## src/rtl/save_map_pkg.sv

```systemverilog
package save_map_pkg;
  // Control state kept by the block; bit positions of the bus-visible
  // register matter only for bits 0 and 1, which the control write loads.
  typedef struct packed {
    logic detected;  // save type fixed
    logic ee_mode;   // serial EEPROM routing
    logic wprot;     // SRAM write protect (bus bit 1)
    logic rd_en;     // SRAM read enable   (bus bit 0)
  } save_ctrl_t;

  localparam int BUS_AW  = 24;
  localparam int DATA_W  = 8;
endpackage

```

## src/rtl/save_win_decode.sv

```systemverilog
module save_win_decode #(
  parameter int AW    = 24,
  parameter int OFF_W = 16
) (
  input  logic [AW-1:0]    addr,
  input  logic [AW-1:0]    win_lo,
  input  logic [AW-1:0]    win_hi,
  output logic             in_win,
  output logic             above_pair,
  output logic             on_pair,
  output logic [OFF_W-1:0] offset
);
  // Pair of byte addresses that select EEPROM mode on first write.
  localparam logic [AW-1:0] PAIR_BASE = AW'(24'h200000);
  localparam logic [AW-1:0] PAIR_TOP  = PAIR_BASE | AW'(1);

  always_comb begin
    in_win     = (addr >= win_lo) && (addr <= win_hi);
    above_pair = addr > PAIR_TOP;
    on_pair    = (addr[AW-1:1] == PAIR_BASE[AW-1:1]);
    offset     = addr[OFF_W-1:0] - win_lo[OFF_W-1:0];
  end
endmodule

```

## src/rtl/save_ctrl_reg.sv

```systemverilog
module save_ctrl_reg
  import save_map_pkg::*;
#(
  parameter int              AW     = 24,
  parameter logic [AW-1:0]   DEF_LO = AW'(24'h200000),
  parameter logic [AW-1:0]   DEF_HI = AW'(24'h20FFFF)
) (
  input  logic          clk,
  input  logic          rst_n,
  input  logic          ctl_wr,      // control register write
  input  logic [1:0]    ctl_bits,
  input  logic          wr_first,    // window write while undetected
  input  logic          wr_on_pair,
  input  logic          rd_sram_det, // qualifying read while undetected
  output save_ctrl_t    ctrl,
  output logic [AW-1:0] win_lo,
  output logic [AW-1:0] win_hi
);
  localparam logic [AW-1:0] PAIR_LO = AW'(24'h200000);
  localparam logic [AW-1:0] PAIR_HI = PAIR_LO | AW'(1);

  save_ctrl_t    ctrl_d;
  logic [AW-1:0] lo_d, hi_d;
  logic          en;

  always_comb begin
    ctrl_d = ctrl;
    lo_d   = win_lo;
    hi_d   = win_hi;
    if (ctl_wr) begin
      ctrl_d.rd_en = ctl_bits[0];
      ctrl_d.wprot = ctl_bits[1];
    end
    if (wr_first) begin
      ctrl_d.detected = 1'b1;
      if (wr_on_pair) begin
        ctrl_d.ee_mode = 1'b1;
        lo_d           = PAIR_LO;
        hi_d           = PAIR_HI;
      end
    end
    if (rd_sram_det) ctrl_d.detected = 1'b1;
  end

  assign en = ctl_wr | wr_first | rd_sram_det;

  always_ff @(posedge clk or negedge rst_n) begin
    if (!rst_n) begin
      ctrl   <= '0;
      win_lo <= DEF_LO;
      win_hi <= DEF_HI;
    end else if (en) begin
      ctrl   <= ctrl_d;
      win_lo <= lo_d;
      win_hi <= hi_d;
    end
  end

  // control write loads bits 0/1 and keeps the type bits
  assert_ctl_load_R1: assert property (@(posedge clk) disable iff (!rst_n)
    ctl_wr |=> (ctrl.rd_en == $past(ctl_bits[0])) && (ctrl.wprot == $past(ctl_bits[1]))
               && (ctrl.ee_mode == $past(ctrl.ee_mode)));

  // detected bit is sticky until reset
  assert_det_sticky_R3: assert property (@(posedge clk) disable iff (!rst_n)
    ctrl.detected |=> ctrl.detected);

  // EEPROM mode only ever comes with a two-byte window
  assert_pair_window_R3: assert property (@(posedge clk) disable iff (!rst_n)
    ctrl.ee_mode |-> (win_hi == win_lo + AW'(1)) && ctrl.detected);

  // read detection never selects EEPROM mode
  assert_rd_det_R4: assert property (@(posedge clk) disable iff (!rst_n)
    (rd_sram_det && !ctrl.ee_mode) |=> !ctrl.ee_mode && ctrl.detected);
endmodule

```

## src/rtl/save_ee_gate.sv

```systemverilog
module save_ee_gate #(
  parameter int CYC_W = 32,
  parameter int WIN   = 46
) (
  input  logic             clk,
  input  logic             rst_n,
  input  logic             wr_hit,   // EEPROM-mode window write
  input  logic [CYC_W-1:0] cyc,
  output logic             exec_o,
  output logic             upd_o
);
  localparam logic [CYC_W-1:0] WIN_C = CYC_W'(WIN);

  logic [CYC_W-1:0] ts_q, ts_d, dt;
  logic             late;

  always_comb begin
    dt     = cyc - ts_q;
    late   = dt >= WIN_C;
    upd_o  = wr_hit;
    exec_o = wr_hit & late;
    ts_d   = cyc;
  end

  always_ff @(posedge clk or negedge rst_n) begin
    if (!rst_n)      ts_q <= '0;
    else if (exec_o) ts_q <= ts_d;
  end

  // execute never comes without a new held command
  assert_exec_pairs_R5: assert property (@(posedge clk) disable iff (!rst_n)
    exec_o |-> upd_o);

  // an executed write restarts the window at its own counter value
  assert_ts_restart_R5: assert property (@(posedge clk) disable iff (!rst_n)
    exec_o |=> (ts_q == $past(cyc)));
endmodule

```

## src/rtl/save_map_ctrl.sv

```systemverilog
module save_map_ctrl
  import save_map_pkg::*;
#(
  parameter int                  CYC_W     = 32,
  parameter int                  EE_WIN    = 46,
  parameter int                  OFF_W     = 16,
  parameter logic [BUS_AW-1:0]   CTL_ADDR  = 24'hA130F1,
  parameter logic [BUS_AW-1:0]   WIN_LO    = 24'h200000,
  parameter logic [BUS_AW-1:0]   WIN_HI    = 24'h20FFFF
) (
  input  logic               clk,
  input  logic               rst_n,
  input  logic [BUS_AW-1:0]  bus_addr,
  input  logic [DATA_W-1:0]  bus_wdata,
  input  logic               bus_wr,
  input  logic               bus_rd,
  input  logic [CYC_W-1:0]   cyc_cnt,
  input  logic [DATA_W-1:0]  sram_rdata,
  input  logic               ee_dout,
  output logic               sram_cs,
  output logic               sram_we,
  output logic [OFF_W-1:0]   sram_addr,
  output logic [DATA_W-1:0]  sram_wdata,
  output logic               ee_exec,
  output logic               ee_upd,
  output logic               ee_pend_a0,
  output logic [DATA_W-1:0]  ee_pend_data,
  output logic               rd_hit,
  output logic [DATA_W-1:0]  rd_data,
  output logic               save_dirty
);
  // reset: asserted at once, released after two clock edges
  logic [1:0] rs_q;
  logic       rst_q_n;
  always_ff @(posedge clk or negedge rst_n) begin
    if (!rst_n) rs_q <= '0;
    else        rs_q <= {rs_q[0], 1'b1};
  end
  assign rst_q_n = rs_q[1];

  save_ctrl_t        ctrl;
  logic [BUS_AW-1:0] win_lo, win_hi;
  logic              in_win, above_pair, on_pair;
  logic              ctl_wr, wr_first, rd_sram_det;
  logic              win_wr, win_rd, ee_wr, differs;
  logic              dirty_d;

  save_win_decode #(.AW(BUS_AW), .OFF_W(OFF_W)) u_dec (
    .addr       (bus_addr),
    .win_lo     (win_lo),
    .win_hi     (win_hi),
    .in_win     (in_win),
    .above_pair (above_pair),
    .on_pair    (on_pair),
    .offset     (sram_addr)
  );

  always_comb begin
    win_wr      = bus_wr & in_win;
    win_rd      = bus_rd & in_win;
    ctl_wr      = bus_wr & (bus_addr == CTL_ADDR);
    wr_first    = win_wr & ~ctrl.detected;
    rd_sram_det = win_rd & ctrl.rd_en & ~ctrl.detected & above_pair;
    ee_wr       = win_wr & ctrl.ee_mode;
    differs     = sram_rdata != bus_wdata;
  end

  save_ctrl_reg #(.AW(BUS_AW), .DEF_LO(WIN_LO), .DEF_HI(WIN_HI)) u_ctl (
    .clk         (clk),
    .rst_n       (rst_q_n),
    .ctl_wr      (ctl_wr),
    .ctl_bits    (bus_wdata[1:0]),
    .wr_first    (wr_first),
    .wr_on_pair  (on_pair),
    .rd_sram_det (rd_sram_det),
    .ctrl        (ctrl),
    .win_lo      (win_lo),
    .win_hi      (win_hi)
  );

  save_ee_gate #(.CYC_W(CYC_W), .WIN(EE_WIN)) u_ee (
    .clk    (clk),
    .rst_n  (rst_q_n),
    .wr_hit (ee_wr),
    .cyc    (cyc_cnt),
    .exec_o (ee_exec),
    .upd_o  (ee_upd)
  );

  // SRAM and read path
  always_comb begin
    sram_cs      = ~ctrl.ee_mode & (win_wr | (win_rd & ctrl.rd_en));
    sram_we      = ~ctrl.ee_mode & win_wr & ~ctrl.wprot & differs;
    sram_wdata   = bus_wdata;
    ee_pend_a0   = bus_addr[0];
    ee_pend_data = bus_wdata;
    rd_hit       = win_rd & (ctrl.ee_mode | ctrl.rd_en);
    if (!rd_hit)           rd_data = '0;
    else if (ctrl.ee_mode) rd_data = {{(DATA_W-1){1'b0}}, ee_dout};
    else                   rd_data = sram_rdata;
    dirty_d      = save_dirty | sram_we;
  end

  always_ff @(posedge clk or negedge rst_q_n) begin
    if (!rst_q_n)     save_dirty <= 1'b0;
    else if (sram_we) save_dirty <= dirty_d;
  end

  // no SRAM store while protected or routed to the EEPROM
  assert_we_gate_R6: assert property (@(posedge clk) disable iff (!rst_q_n)
    sram_we |-> sram_cs && !ctrl.wprot && !ctrl.ee_mode && (sram_rdata != bus_wdata));

  // a store leaves the dirty flag set
  assert_dirty_set_R6: assert property (@(posedge clk) disable iff (!rst_q_n)
    sram_we |=> save_dirty);

  // nothing outside the window reaches the save memories
  assert_outside_quiet_R8: assert property (@(posedge clk) disable iff (!rst_q_n)
    !in_win |-> !sram_cs && !ee_upd && !ee_exec && !rd_hit);

  // EEPROM and SRAM never share a cycle
  assert_route_excl_R7: assert property (@(posedge clk) disable iff (!rst_q_n)
    !(sram_cs && (ee_upd || (rd_hit && ctrl.ee_mode))));
endmodule

```

## config.mk

```make
export PLATFORM = sky130hd
export DESIGN_NAME = save_map_ctrl
export DESIGN_NICKNAME = d
export VERILOG_FILES = /design/src/rtl/save_map_pkg.sv /design/src/rtl/save_win_decode.sv /design/src/rtl/save_ctrl_reg.sv /design/src/rtl/save_ee_gate.sv /design/src/rtl/save_map_ctrl.sv
export SDC_FILE = /design/constraint.sdc
export NUM_CORES = 1
export LEC_CHECK = 0
export ABC_CLOCK_PERIOD_IN_PS = 7800
export CAP_MARGIN = 15
export CORE_UTILIZATION = 30
export CTS_CLUSTER_SIZE = 12
export DETAILED_ROUTE_END_ITERATION = 12
export GPL_ROUTABILITY_DRIVEN = 0
export MAX_ROUTING_LAYER = met4
export SYNTH_ARGS = -nofsm -noshare
export SYNTH_HDL_FRONTEND = slang
export SYNTH_SLANG_ARGS = --single-unit
```

## constraint.sdc

```tcl
create_clock -name clk -period 7.8 [get_ports clk]
set_input_delay 1.56 -clock clk [delete_from_list [all_inputs] [get_ports clk]]
set_output_delay 1.56 -clock clk [all_outputs]
set_load 0.02 [all_outputs]
```

==> results of run 1 <==
-- worst register-to-register path, stage by stage, from the launching register on --
cell       delay [ns]
dfrtp_1          0.38
ha_1             0.21
fa_1             0.40
and2b_4          0.30
o2111ai_1        0.13
a211oi_1         0.35
o2111ai_1        0.16
mux2i_1          0.15
a211o_1          0.28
a2111oi_4        0.32
nand4_1          0.23
o41ai_4          0.41
buf_4            0.37
mux2_2           0.39
-- sequential cells by signal, indices dropped and copies added (netlist names) --
| signal | count |
|---|---|
| rs_q | 2 |
| u_ctl.win_hi | 1 |
| u_ctl.ctrl | 4 |
| u_ee.ts_q | 32 |
| save_dirty | 1 |
-- worst max-delay path by stage --
stage                           from       to  slack [ns]
after global routing      cyc_cnt[0]  ee_exec        0.42
after CTS                 cyc_cnt[0]  ee_exec        0.57
final                     cyc_cnt[0]  ee_exec        0.59
after floorplan           cyc_cnt[0]  ee_exec        1.81
after detailed placement  cyc_cnt[0]  ee_exec        0.57
after global placement    cyc_cnt[0]  ee_exec        0.62
-- routing by layer --
metal	global-route usage	part of all wire	wire, microns
met1	0.192	0.45	5560
met2	0.282	0.47	5870
met3	0.0285	0.060	744
met4	0.0525	0.017	214
met5	-	0	0
-- kinds of logic (layout without fill, tap and decap cells) --
group | after synthesis | count (layout) | synth area share
buffers and inverters | 86 | 172 | 0.104
AOI/OAI and AO/OA | 144 | 144 | 0.220
xor gates and xnor gates | 21 | 21 | 0.0389
DFF | 40 | 40 | 0.212
muxes | 40 | 40 | 0.117
other | 1 | 1 | 0.000793
adders and majority gates | 47 | 47 | 0.126
and+or+nand+nor | 167 | 167 | 0.182
-- layout make-up --
class | instances | share of cell area
inverter | 38 | 0.0235
sequential | 40 | 0.165
tap | 211 | 0.0434
clock inverter | 1 | 0.00494
clock buffer | 7 | 0.0251
timing repair buffer | 126 | 0.206
multi-input combinational | 420 | 0.532
-- stage by stage --
stage               instances   util  setup slack, ns  total power [uW]
floorplan                 546      -             1.81               343
global placement          835  0.385            0.618               420
detailed placement        835  0.385            0.570               421
CTS                       843  0.397            0.567               684
global route              843  0.397            0.420               710
finish                    843  0.397            0.595               677
-- power by group --
group,internal [uW],switching [uW],leakage [uW]
clock,169,88.6,0.0000901
combinational,99.0,111,0.00193
sequential,209,0.578,0.000545
-- placed cells by master, fill, tap and decap left out, types with 3 or more instances in the layout --
master           netlist  final
nand3_1                5      5
and3_1                 7      7
a21o_1                12     12
clkbuf_16              0      5
o211ai_1               6      6
o21bai_1               4      4
ha_1                  46     46
mux2i_1                6      6
dfrtp_1               39     39
nor2_1                42     42
a211oi_1               5      5
mux2_4                29     29
xor2_1                13     13
xnor2_1                8      8
nand2b_1               9      9
mux2_2                 4      4
and2_1                10     10
o22ai_1                3      3
nand2_1               35     35
clkdlybuf4s50_1        0    123
nor2b_1                4      4
nand4_1               16     16
inv_1                 38     38
o21a_1                 4      4
a31oi_1                5      5
a21boi_0               4      4
o21ai_0               26     26
buf_4                 33      3
a21oi_1               42     42
o2111ai_1              5      5
nor3_1                15     15
nor4_1                10     10
==> flow_summary.json, run 1 <==
{
  "status": "complete, no violations",
  "ys.flop_type": "dfrtp_1",
  "clk_pin_slew_ns": 0.06,
  "die_w_microns": 128,
  "synth_top_cell_by_area": "dfrtp_1",
  "final_net_count": 755,
  "r2r_setup_slack_ns": 3.60,
  "rows": 45,
  "synth.net_count": 670,
  "ff2ff_path_depth": 13,
  "final_antenna_net_count": 0,
  "grt_pass1_wl_mm": 20.9,
  "rsz0062_at_grt": "no",
  "cts_resized": 0,
  "multi_input_area_sq_um": 3240,
  "finalWirelength_mm": 12.4,
  "path_buf_inv": 3,
  "crit_chain": "clkdlybuf4s50_1, inv_1, ha_1, fa_1, and2b_4, o2111ai_1, a211oi_1, o2111ai_1, mux2i_1, a211o_1, a2111oi_4, nand4_1, o41a_1, clkdlybuf4s50_1",
  "crit_arrival_ns": 5.65,
  "yosys-top-cells-area": "dfrtp_1 21%, ha_1 12%, mux2_4 9.2%, buf_4 5.2%, a21oi_1 4.4%",
  "max_stage_delay_ns": 0.56,
  "place_area_sq_um": 5900,
  "post-cts-setup-buffers": 0,
  "fmax_mhz": 139,
  "top_level_ports": 124,
  "cp_num_cells": 14,
  "dieArea_sq_um": 16300,
  "drv_cap": 0,
  "path_delay_family": "compound AO/OA/AOI/OAI gates",
  "ys_seq_area_frac": 0.212,
  "cts.sinks": 40,
  "finalHoldViolCount": 0,
  "slew_headroom": 0.635,
  "ctsRootBufferMaster": "clkbuf_16",
  "clockBufferDepth": 2,
  "synthToLayoutAreaGrowth_pct": 28.6,
  "tightestPinTransition_ns": 0.544,
  "postCtsHoldBufs": 0,
  "fin_area_sq_um": 6080,
  "layout-drive-gt1-share": 0.103,
  "ff_latch_area_sq_um": 1000,
  "vias": 4381,
  "gr-total-overflow": 0,
  "critPathRequiredTime_ns": 6.24,
  "synth-edff-count": 0,
  "hold_slack_ns": 0.282,
  "async_flop_share": 1.00,
  "n_fill_cell": 1557,
  "clock_skew_ns": 0.00699,
  "path_max_fanout": 5,
  "fin_tns_setup_ns": 0,
  "r2r_start": "u_ee.ts_q[0]",
  "initial_core_util": 0.309,
  "synth_cell_types": 69,
  "avgSynthCellArea_sq_um": 8.66,
  "timing.rr.end": "u_ee.ts_q[10]",
  "grtUsageTotal": 0.163,
  "clk_latency_ns": 0.30,
  "antenna_found_initial": 0,
  "p_leak_uw": 0.00257,
  "grt_pass1_vias": 4468,
  "worstSetupPathType": "in2out",
  "powerDensity_nw_per_um2": 111,
  "irDropWorstVdd_mv": 0.0668,
  "drc": 0,
  "wl_per_cell_microns": 14.7,
  "post-synth-top-count-cell": "ha_1",
  "setup_viol": 0,
  "hp-class": "reg2async",
  "core_sq_um": 15300,
  "dp_hpwl_mm": 9.96,
  "first_iter_violations": 236,
  "slew_viol_final": 0,
  "die_h_microns": 128,
  "fin_crit_ns": 7.21,
  "synth.top_cells.by_count": "46 x ha_1, 42 x a21oi_1, 42 x nor2_1, 39 x dfrtp_1, 38 x inv_1",
  "cts_tree": "yes",
  "cts.htree.levels": 2,
  "synth_area_sq_um": 4730,
  "drt_pass1_iterations": 4,
  "crit_path_end_kind": "primary output",
  "synth_top_area_share": 0.206,
  "critPathLaunchType": "input pin",
  "synthCells": 546,
  "grt_max_degree": 39,
  "finalCritPeriodShare": 0.924,
  "port_buffers": 123,
  "ys_ff_latch": 40,
  "yosysWarnings": 0,
  "num_antenna_cells": 0,
  "vias_per_cell": 5.20,
  "cts_inserted_buffers": 5,
  "slowest_stage": "clkdlybuf4s50_1"
}
Note: power is estimated with default switching activity, not from simulation.
==> inputs of run 2 (changes only) <==
--- a/config.mk
+++ b/config.mk
@@ -11,6 +11,7 @@
 export CTS_CLUSTER_SIZE = 12
 export DETAILED_ROUTE_END_ITERATION = 12
 export GPL_ROUTABILITY_DRIVEN = 0
+export GPL_TIMING_DRIVEN = 0
 export MAX_ROUTING_LAYER = met4
 export SYNTH_ARGS = -nofsm -noshare
 export SYNTH_HDL_FRONTEND = slang
==> run 2 against run 1 <==
Effect of this change: cell count rose by 5.3%; via count rose by 1.6%; critical endpoint unchanged; first-iteration DRC count rose by 2.5%; clock skew barely moved; fmax fell by 1.8%; die area did not move; sequential share of layout area fell by 0.74 points; highest routed layer unchanged; cell area rose by 4.8%; clock power fell by 17%; critical path type unchanged; largest power group is now combinational logic; global-route usage rose by 0.55 points; flip-flop and latch count did not move.
==> flow_summary.json, run 2 (synthesis results as in run 1) <==
{
  "slew_viol_final": 0,
  "drv_cap": 0,
  "p_comb_frac": 0.340,
  "place_area_sq_um": 6220,
  "n_fill_cell": 1518,
  "fin_area_sq_um": 6370,
  "crit_arrival_ns": 5.78,
  "powerDensity_nw_per_um2": 101,
  "rsz0062_at_grt": "no",
  "die_w_microns": 128,
  "switching_share": 0.312,
  "finalWirelength_mm": 12.7,
  "antenna_found_initial": 0,
  "cts_inserted_buffers": 5,
  "port_buffers": 123,
  "status": "complete, no violations",
  "final_cell_mix": "123 x clkdlybuf4s50_1, 46 x ha_1, 42 x a21oi_1, 42 x nor2_1",
  "slew_headroom": 0.424,
  "drc": 0,
  "cts.htree.levels": 2,
  "wl_met3_microns": 804,
  "final_common_cell": "clkdlybuf4s50_1",
  "first_iter_violations": 242,
  "fin_crit_ns": 7.34,
  "max_stage_delay_ns": 0.56,
  "met2_length_mm": 6.01,
  "rows": 45,
  "postCtsHoldBufs": 0,
  "drt_pass1_iterations": 4,
  "p_int_uw": 445,
  "clk_pin_slew_ns": 0.05,
  "irDropWorstVdd_mv": 0.0698,
  "grt_pass1_wl_mm": 21.4,
  "path_max_fanout": 5,
  "initial_core_util": 0.309,
  "grt_pass1_vias": 4637,
  "slowest_stage": "clkdlybuf4s50_1",
  "reg_top3": "u_ee.ts_q: 32 flops, u_ctl.ctrl: 4 flops, rs_q: 2 flops",
  "setup_viol": 0,
  "final_antenna_net_count": 0,
  "cts.sinks": 40,
  "layout-drive-gt1-share": 0.157,
  "total_power_uw": 646,
  "seq_power_share": 0.330,
  "finalCoreUtilization": 0.416,
  "fmax_mhz": 136,
  "pwr-share-clk": 0.330,
  "tightestPinTransition_ns": 0.864,
  "grt_max_degree": 39,
  "critPathLaunchType": "input pin",
  "final_net_count": 800,
  "synthToLayoutAreaGrowth_pct": 34.8,
  "cts_resized": 0,
  "path_buf_inv": 3,
  "fin_tns_setup_ns": 0,
  "crit_path_end_kind": "primary output",
  "switchingPower_uw": 202,
  "p_leak_uw": 0.00276,
  "met1Wirelength_mm": 5.62,
  "clock_skew_ns": 0.00699,
  "worst_slack_ns": 0.463,
  "num_antenna_cells": 0,
  "wl_per_cell_microns": 14.3,
  "finalHoldViolCount": 0,
  "largest_register_ffs": 32,
  "core_sq_um": 15300,
  "dr.max_layer_used": "met4",
  "die_h_microns": 128,
  "dieArea_sq_um": 16300,
  "finalCritPeriodShare": 0.941,
  "ctsRootBufferMaster": "clkbuf_16",
  "top_register": "u_ee.ts_q",
  "clockBufferDepth": 2,
  "path_delay_family": "compound AO/OA/AOI/OAI gates",
  "hp-class": "reg2reg",
  "top_level_ports": 124,
  "dp_hpwl_mm": 10.3,
  "worstSetupPathType": "in2out",
  "post-cts-setup-buffers": 0,
  "cts_tree": "yes",
  "vias_per_cell": 5.01,
  "critPathRequiredTime_ns": 6.24,
  "vias": 4452,
  "pre_cts_slack_ns": 0.468,
  "crit_chain": "clkdlybuf4s50_1, inv_1, ha_1, fa_1, and2b_4, o2111ai_1, a211oi_1, o2111ai_1, mux2i_1, a211o_1, a2111oi_4, nand4_1, o41a_1, clkdlybuf4s50_1",
  "clk_latency_ns": 0.30,
  "gr-total-overflow": 0,
  "grtUsageTotal": 0.169
}
==> run 2: path summary, 6_finish.rpt <==
kind / startpoint / to / slack (ns) / depth (start not counted)
max reg2reg: u_ee.ts_q[0] / u_ee.ts_q[28] / 3.33 / 13
max in group asynchronous: rst_n / rs_q[1] / 6.24 / 1
min in group asynchronous: rs_q[1] / u_ee.ts_q[16] / 0.38 / 0
min reg2reg: rs_q[0] / rs_q[1] / 0.35 / 0
min: rs_q[0] / rs_q[1] / 0.35 / 0
max: cyc_cnt[0] / ee_exec / 0.46 / 14
==> run 2: area by class of cell <==
| type | count | area (sq um) | share of cell area |
|---|---|---|---|
| buffer | 48 | 348 | 0.0546 |
| clock buffer | 6 | 139 | 0.0218 |
| clock inverter | 2 | 10.0 | 0.00157 |
| inverter | 38 | 143 | 0.0224 |
| multi-input combinational | 420 | 3240 | 0.508 |
| sequential | 40 | 1000 | 0.157 |
| tap | 211 | 264 | 0.0414 |
| timing repair buffer | 123 | 1230 | 0.193 |
==> run 2: per-layer routing <==
metal  vias up  GRT usage
met4         0     0.0630
met1      2031      0.195
met2       171      0.290
met5         -          -
met3        20     0.0327
li1       2230          -
==> run 2: through the flow <==
stage / instances / hold slack [ns]
after floorplan: 546 / 0.331
after global placement: 880 / 0.338
after detailed placement: 880 / 0.336
after CTS: 888 / 0.349
after global routing: 888 / 0.358
final: 888 / 0.354
==> run 2: power groups by stage <==
stage	Sequential [uW]	Clock, uW	Combinational [uW]
6_report	213	213	220
5_1_grt	214	231	239
4_1_cts	214	226	219
3_5_place_dp	217	0	217
3_3_place_gp	217	0	216
2_1_floorplan	216	0	127
